`config.mk`:
```
export PLATFORM = sky130hd
export DESIGN_NAME = bus_gpio
export DESIGN_NICKNAME = d
export VERILOG_FILES = /design/src/rtl/bus_gpio_pkg.sv /design/src/rtl/bus_gpio_sampler.sv /design/src/rtl/bus_gpio_trig.sv /design/src/rtl/bus_gpio_pins.sv /design/src/rtl/bus_gpio_regs.sv /design/src/rtl/bus_gpio.sv
export SDC_FILE = /design/constraint.sdc
export NUM_CORES = 1
export LEC_CHECK = 0
export CAP_MARGIN = 40
export CELL_PAD_IN_SITES_DETAIL_PLACEMENT = 1
export CELL_PAD_IN_SITES_GLOBAL_PLACEMENT = 1
export CORE_MARGIN = 2
export CORE_UTILIZATION = 39
export DETAILED_ROUTE_END_ITERATION = 16
export HOLD_SLACK_MARGIN = 0.05
export PLACE_DENSITY_LB_ADDON = 0.1
export SLEW_MARGIN = 20
export SYNTH_ARGS = -nofsm -noshare
export SYNTH_HDL_FRONTEND = slang
export SYNTH_HIERARCHICAL = 1
export SYNTH_SLANG_ARGS = --single-unit
```
`constraint.sdc`:
```
create_clock -name clk -period 2.2 [get_ports clk]
set_input_delay 0.66 -clock clk [delete_from_list [all_inputs] [get_ports clk]]
set_output_delay 0.66 -clock clk [all_outputs]
set_load 0.05 [all_outputs]
```
`src/rtl/bus_gpio_pkg.sv`:
```
package bus_gpio_pkg;
  localparam int WORD_W = 32;
  localparam int LANES  = WORD_W / 8;

  typedef enum logic [2:0] {
    A_IN    = 3'd0,
    A_OUT   = 3'd1,
    A_OE    = 3'd2,
    A_INTE  = 3'd3,
    A_PTRIG = 3'd4,
    A_AUX   = 3'd5,
    A_CTRL  = 3'd6
  } reg_addr_e;

  // control word, bit 0 at the right
  typedef struct packed {
    logic pend;   // bit 3
    logic ien;    // bit 2
    logic fall;   // bit 1
    logic eclk;   // bit 0
  } ctrl_t;
endpackage

```
`src/rtl/bus_gpio_sampler.sv`:
```
module bus_gpio_sampler #(
  parameter int N    = 16,
  parameter int SYNC = 2
) (
  input  logic         clk,
  input  logic         rst,
  input  logic         ext_clk,
  input  logic         eclk_mode,
  input  logic         fall_sel,
  input  logic [N-1:0] pins_in,
  output logic [N-1:0] in_q,
  output logic         cap_en
);
  // sh[SYNC-1] is the synchronised level, sh[SYNC] its previous value
  logic [SYNC:0] sh;
  logic rise, fall;

  always_ff @(posedge clk) begin
    if (rst) sh <= '0;
    else     sh <= {sh[SYNC-1:0], ext_clk};
  end

  assign rise   = sh[SYNC-1] & ~sh[SYNC];
  assign fall   = ~sh[SYNC-1] & sh[SYNC];
  assign cap_en = eclk_mode ? (fall_sel ? fall : rise) : 1'b1;

  always_ff @(posedge clk) begin
    if (rst)         in_q <= '0;
    else if (cap_en) in_q <= pins_in;
  end
endmodule

```
`src/rtl/bus_gpio_trig.sv`:
```
module bus_gpio_trig #(
  parameter int N = 16
) (
  input  logic [N-1:0] in_q,
  input  logic [N-1:0] mask,
  input  logic [N-1:0] pol,
  output logic         any_hit
);
  logic [N-1:0] hit;

  for (genvar i = 0; i < N; i++) begin : g_hit
    assign hit[i] = mask[i] & ~(in_q[i] ^ pol[i]);
  end

  assign any_hit = |hit;
endmodule

```
`src/rtl/bus_gpio_pins.sv`:
```
module bus_gpio_pins #(
  parameter int N = 16
) (
  input  logic         clk,
  input  logic         rst,
  input  logic [N-1:0] out_q,
  input  logic [N-1:0] aux_q,
  input  logic [N-1:0] oe_q,
  input  logic [N-1:0] aux_in,
  output logic [N-1:0] pins_out,
  output logic [N-1:0] pins_oe_n
);
  for (genvar i = 0; i < N; i++) begin : g_pin
    always_ff @(posedge clk) begin
      if (rst) begin
        pins_out[i]  <= 1'b0;
        pins_oe_n[i] <= 1'b1;
      end else begin
        pins_out[i]  <= aux_q[i] ? aux_in[i] : out_q[i];
        pins_oe_n[i] <= ~oe_q[i];
      end
    end
  end
endmodule

```
`src/rtl/bus_gpio_regs.sv`:
```
module bus_gpio_regs
  import bus_gpio_pkg::*;
#(
  parameter int N = 16
) (
  input  logic              clk,
  input  logic              rst,
  input  logic              cyc_i,
  input  logic              stb_i,
  input  logic              we_i,
  input  logic [2:0]        adr_i,
  input  logic [WORD_W-1:0] dat_i,
  input  logic [LANES-1:0]  sel_i,
  output logic [WORD_W-1:0] dat_o,
  output logic              ack_o,
  input  logic [N-1:0]      in_q,
  input  logic              any_hit,
  output logic [N-1:0]      out_q,
  output logic [N-1:0]      oe_q,
  output logic [N-1:0]      inte_q,
  output logic [N-1:0]      ptrig_q,
  output logic [N-1:0]      aux_q,
  output logic              eclk_o,
  output logic              fall_o,
  output logic              irq
);
  function automatic logic [N-1:0] lane_merge(input logic [N-1:0] old,
                                               input logic [WORD_W-1:0] wd,
                                               input logic [LANES-1:0] be);
    logic [WORD_W-1:0] base, res;
    base = '0;
    base[N-1:0] = old;
    for (int b = 0; b < LANES; b++)
      res[b*8 +: 8] = be[b] ? wd[b*8 +: 8] : base[b*8 +: 8];
    return res[N-1:0];
  endfunction

  function automatic logic [WORD_W-1:0] zext(input logic [N-1:0] v);
    logic [WORD_W-1:0] r;
    r = '0;
    r[N-1:0] = v;
    return r;
  endfunction

  ctrl_t             ctrl_q, ctrl_nx;
  logic              go, wr;
  logic [WORD_W-1:0] rd_word;

  assign go = cyc_i & stb_i & ~ack_o;
  assign wr = go & we_i;

  always_comb begin
    ctrl_nx = ctrl_q;
    if (wr && adr_i == A_CTRL && sel_i[0]) ctrl_nx = ctrl_t'(dat_i[3:0]);
    if (ctrl_nx.ien && any_hit) ctrl_nx.pend = 1'b1;
  end

  always_comb begin
    case (reg_addr_e'(adr_i))
      A_IN:    rd_word = zext(in_q);
      A_OUT:   rd_word = zext(out_q);
      A_OE:    rd_word = zext(oe_q);
      A_INTE:  rd_word = zext(inte_q);
      A_PTRIG: rd_word = zext(ptrig_q);
      A_AUX:   rd_word = zext(aux_q);
      A_CTRL:  rd_word = {{(WORD_W-4){1'b0}}, ctrl_q};
      default: rd_word = '0;
    endcase
  end

  always_ff @(posedge clk) begin
    if (rst) begin
      ack_o   <= 1'b0;
      dat_o   <= '0;
      out_q   <= '0;
      oe_q    <= '0;
      inte_q  <= '0;
      ptrig_q <= '0;
      aux_q   <= '0;
      ctrl_q  <= '0;
      irq     <= 1'b0;
    end else begin
      ack_o  <= go;
      if (go) dat_o <= rd_word;
      if (wr) begin
        case (reg_addr_e'(adr_i))
          A_OUT:   out_q   <= lane_merge(out_q,   dat_i, sel_i);
          A_OE:    oe_q    <= lane_merge(oe_q,    dat_i, sel_i);
          A_INTE:  inte_q  <= lane_merge(inte_q,  dat_i, sel_i);
          A_PTRIG: ptrig_q <= lane_merge(ptrig_q, dat_i, sel_i);
          A_AUX:   aux_q   <= lane_merge(aux_q,   dat_i, sel_i);
          default: ;
        endcase
      end
      ctrl_q <= ctrl_nx;
      irq    <= ctrl_nx.ien & ctrl_nx.pend;
    end
  end

  assign eclk_o = ctrl_q.eclk;
  assign fall_o = ctrl_q.fall;
endmodule

```
`src/rtl/bus_gpio.sv`:
```
module bus_gpio
  import bus_gpio_pkg::*;
#(
  parameter int N    = 16,
  parameter int SYNC = 2
) (
  input  logic              clk,
  input  logic              rst,
  input  logic              cyc_i,
  input  logic              stb_i,
  input  logic              we_i,
  input  logic [2:0]        adr_i,
  input  logic [WORD_W-1:0] dat_i,
  input  logic [LANES-1:0]  sel_i,
  output logic [WORD_W-1:0] dat_o,
  output logic              ack_o,
  input  logic [N-1:0]      pins_in,
  input  logic [N-1:0]      aux_in,
  input  logic              ext_clk,
  output logic [N-1:0]      pins_out,
  output logic [N-1:0]      pins_oe_n,
  output logic              irq
);
  logic [N-1:0] in_q, out_q, oe_q, inte_q, ptrig_q, aux_q;
  logic         cap_en, any_hit, eclk_mode, fall_sel;

  bus_gpio_sampler #(.N(N), .SYNC(SYNC)) u_smp (
    .clk(clk), .rst(rst), .ext_clk(ext_clk), .eclk_mode(eclk_mode),
    .fall_sel(fall_sel), .pins_in(pins_in), .in_q(in_q), .cap_en(cap_en)
  );

  bus_gpio_trig #(.N(N)) u_trig (
    .in_q(in_q), .mask(inte_q), .pol(ptrig_q), .any_hit(any_hit)
  );

  bus_gpio_regs #(.N(N)) u_regs (
    .clk(clk), .rst(rst), .cyc_i(cyc_i), .stb_i(stb_i), .we_i(we_i),
    .adr_i(adr_i), .dat_i(dat_i), .sel_i(sel_i), .dat_o(dat_o), .ack_o(ack_o),
    .in_q(in_q), .any_hit(any_hit), .out_q(out_q), .oe_q(oe_q),
    .inte_q(inte_q), .ptrig_q(ptrig_q), .aux_q(aux_q),
    .eclk_o(eclk_mode), .fall_o(fall_sel), .irq(irq)
  );

  bus_gpio_pins #(.N(N)) u_pins (
    .clk(clk), .rst(rst), .out_q(out_q), .aux_q(aux_q), .oe_q(oe_q),
    .aux_in(aux_in), .pins_out(pins_out), .pins_oe_n(pins_oe_n)
  );
endmodule

```
# After elaboration in Yosys (flattened, before gate mapping)
# Cells that the tools add are included.
# classes
n_addsub	0
multipliers	0
div_mod_pow	0
n_lt_le_gt_ge	0
eq_ne	6
shifts	0
muxes	21
n_bitwise	73
reduce_logical	15
# op_table
op	n
$pmux W16 S7	1
$not A1 Y1	35
$reduce_and A3 Y1	10
$and A1 B1 Y1	22
$mux W1	19
$reduce_or A16 Y1	1
$xor A1 B1 Y1	16
$eq A3 B3 Y1 const B	3
$eq A3 B2 Y1 const B	2
$mux W4	1
$eq A3 B1 Y1 const B	1
$logic_and A1 B1 Y1	3
$logic_not A3 Y1	1
# totals
regBits	169
latch_bits	0
mem_bits_rw	0
rom_bits	0
input_bits	77
out_inout_bits	66
wordCells	166
n_memories	0

# Depth between registers and ports, before layout
# depth
ltp_word	9
depth_mapped	7
depth_no_buf	6

# Hierarchy
# Netlist, hierarchy kept.
# modules_own_cells
mod	instances	cells_per_inst	area_each_um2	seq_area_each_um2
bus_gpio_regs	1	466	4750.8	2042.0
bus_gpio_pins	1	83	975.9	640.6
bus_gpio_sampler	1	79	833.3	380.4
bus_gpio_trig	1	25	230.2	0.0

# Worst setup path before layout
# Ideal clock, no wire load.
# synth_path
path_type	input port to flip-flop
from	in adr_i[2]
to	reg u_regs.inte_q[1]
setup_time_ps	129
t_arrival_ps	1877
required_ps	2071
slack_ps	195
stages	5
n_path_buf	2
path_cell_list	buf_2 > buf_4 > nor4_4 > mux2i_1 > nor2_1
# synth_between
elab_chain_cells	2
# synth_lines
element	line	text
start: declaration	bus_gpio.sv:12	input logic [2:0] adr_i,
$eq A3 B2 Y1	bus_gpio_regs.sv:86	case (reg_addr_e'(adr_i))
$reduce_and A3 Y1 (no line)	-	
end signal: assignment	bus_gpio_regs.sv:89	A_INTE: inte_q <= lane_merge(inte_q, dat_i, sel_i);
end: declaration	bus_gpio_regs.sv:20	output logic [N-1:0] inte_q,
# Every way passes these cells.
# A chain may end at the register's enable or synchronous reset.

# Worst setup path in the final report
# layout_path
from	in stb_i
to	reg u_regs.oe_q[12]
# layout_between
elab_chain_cells	4
# layout_lines
element	line	text
start: declaration	bus_gpio.sv:10	input logic stb_i,
$and A1 B1 Y1 (2 in a row)	bus_gpio_regs.sv:49	assign go = cyc_i & stb_i & ~ack_o;
$and A1 B1 Y1	bus_gpio_regs.sv:50	assign wr = go & we_i;
$reduce_and A3 Y1 (no line)	-	
end signal: assignment	bus_gpio_regs.sv:88	A_OE: oe_q <= lane_merge(oe_q, dat_i, sel_i);
end: declaration	bus_gpio_regs.sv:19	output logic [N-1:0] oe_q,
# Every way passes these cells.

==> metrics.txt <==
outcome finished, final reports clean; Slew HR 65.5%; post-route setup slack 52.7 ps; Worst setup startpoint stb_i; unrepaired setup endpoints after global routing no; total global routing track utilization 22.3%; Worst Reg2Reg Path Length in Cells 6; Avg Vias per Cell 5.12; post-cts hold buffer count 0; standard cell area after detailed placement 0.00847 mm^2; Leak Pwr 3.42 nW; hold path endpoint u_pins/pins_oe_n[10]; largest stage delay on the critical path 500 ps; I/O pin total 143; kind of end point of the critical path register; minimum period implied by the final worst setup slack 2150 ps; slowest cell on the critical path clkdlybuf4s50_1; count of inserted antenna diode cells 0; DP Wirelength 14.7 mm; total congestion overflow after global routing 0; die extent in y 136 um; post-synthesis instance area 0.00679 mm^2; GP Congestion 0.832; maximum VDD drop 541 uV; filler instances 1,906; Initial DRC Count 288; buffering stage count on the worst path with inverters included 3; buffers inserted during post-CTS setup optimization 0; top cell family by delay on the critical path buffers and inverters; final count of pins violating max slew 0; capture point of the worst reg-to-reg path u_regs/oe_q[12]; data required time at the worst endpoint 2510 ps; fraction of layout instances using a drive strength above 1 18.9%; fmax 466 MHz; final routed wirelength across all metal layers 20.2 mm; Port-buffer cells 108; worst slew pin tran 519 ps; Crit Path Max Fanout 6; cell depth of the worst hold path 1; final worst clock skew 7.33 ps; later-pin clock latency in the skew report 420 ps; std cell rows 48; number of vias in the routed layout 5,343; syn avg cell area 10.4 um^2; reg2reg start u_regs/ack_o; Setup crit start kind primary input; crit path kind in -> reg; final instance area 0.00908 mm^2; power density over cell area 694 mW/mm^2; TritonCTS clock tree yes; Crit path arrival time 2450 ps; final routed wire length divided by cell count 19.3 um; clock slew at reported path FFs 60 ps; list of cells traversed by the critical path clkdlybuf4s50_1 > nand3b_4 > buf_4 > nor4_4 > buf_4 > mux2i_1 > nor2_1; wire length of the first global-routing pass 31.0 mm; clock root buffer clkbuf_16; Post-Place Worst Slack -433 ps; power consumption 6.30 mW; Register-to-Register Setup Slack 390 ps; pin count of the biggest net entering global routing 86; total setup violations reported at the end of the flow 0; Hold Startpoint u_regs/oe_q[10]; die extent in x 136 um; Max Cap Viol 0; count of unresolved DRC violations after routing 0; starting density of the core 39.5%; die area 0.0185 mm^2; TNS Setup 0 ps; remaining number of nets flagged by the antenna check after routing 0; gate count after technology mapping 652; final hold violation count 0; most repeated library cell on the critical path buf_4; Floorplan Core Area 0.0172 mm^2; clock buffer count from CTS 17; antenna violations before repair 0; Sinks on Clock Net 153; Hold Path Class reg -> reg; H-tree depth 4; maximum buffer depth of the clock tree 2; TritonRoute pass-1 iters 4; via count of the first global-routing pass 5,604; layout net count 884; YS warnings 6; final clock period utilization by the worst path 97.6%; Synth-to-Final Area Change 33.8%
==> flip-flops by register name, indices dropped and copies added, names as in the netlist <==
register and flops:
u_regs/out_q 16, u_regs/inte_q 16, u_regs/ctrl_q 2, u_smp/sh 3, u_regs/eclk_o 1, u_pins/pins_oe_n 16
u_pins/pins_out 16, u_regs/oe_q 16, u_regs/fall_o 1, u_regs/irq 1, u_regs/dat_o 16, u_regs/ptrig_q 16
u_regs/ack_o 1, u_regs/aux_q 16, u_smp/in_q 16
==> worst register-to-register path: cells and delay by family (launching register included) <==
family / cells / cell delay [ps]
multiplexers: 1 / 250
AND/OR/NAND/NOR: 3 / 620
buffers and inverters: 2 / 490
flip-flops: 1 / 330
==> routing by layer <==
metal	GRT usage (%)	wire length, um	vias to the layer above
met1	29.9	9440	2654
met4	5.32	167	0
met5	0	0	-
met2	37.0	9800	126
met3	4.33	770	13
li1	-	-	2550
==> worst max path at each step <==
stage,endpoint,cells after the start
CTS,pins_out[3],1
floorplan,u_regs/inte_q[1],5
global placement,u_regs/oe_q[12],7
global route,u_regs/oe_q[12],7
finish,u_regs/oe_q[12],7
detailed placement,u_regs/oe_q[8],7
==> cell type report <==
class                   instances  area (um^2)  share of cell area [%]
clock buffers                  23          488                    5.37
clock inverters                 7         92.6                    1.02
inverters                       6         22.5                   0.248
multi-input cells             457         3450                    38.0
flip-flops and latches        153         3060                    33.7
well taps                     225          282                    3.10
repair buffers                172         1680                    18.5
==> layout by cell type (no fill, tap or decap), types with 2 or more instances in the layout <==
master           count
o21ai_0             10
nand2b_1            51
nand2_1             15
xnor2_1             15
dlymetal6s2s_1      16
nand3b_1             3
nand3_1              5
conb_1              16
o21ai_1              2
nor2b_1              9
o32ai_1              3
a221oi_1            11
nor3_4               2
a221o_1              2
inv_1                6
nor4_4               9
clkbuf_16           17
clkdlybuf4s50_1     54
buf_12              13
mux2i_1            127
buf_2                2
clkinv_2             2
a22o_1               9
clkbuf_1             2
buf_4               75
bufinv_16            2
clkbuf_8             4
or3_1                3
o21a_1               3
mux2_2              15
nor3b_1              3
clkinvlp_4           3
dlygate4sd2_1       12
a21oi_1              4
mux4_2               4
nor2_1             107
a22oi_1             11
dfxtp_1            153
==> stage by stage <==
stage	utilization, %	hold slack (ps)	instances
2_1_floorplan	-	378	667
3_3_place_gp	49.3	397	1013
3_5_place_dp	49.3	398	1013
4_1_cts	52.6	409	1043
5_1_grt	52.9	431	1043
6_report	52.9	405	1043
==> report_power, final <==
part           internal (mW)  switching [mW]  total (mW)
clock                   1.77            1.12        2.90
combinational          0.251           0.326       0.576
sequential              2.80          0.0327        2.83
total                   4.82            1.48        6.30
==> timing repair <==
action                                  4_1_cts  5_1_grt
gates resized for setup                      12       16
endpoints found under the setup margin       13       16
pin swaps                                     0        0
endpoints found under the hold margin         0        0
No activity file was read; power rests on OpenSTA's default activity.
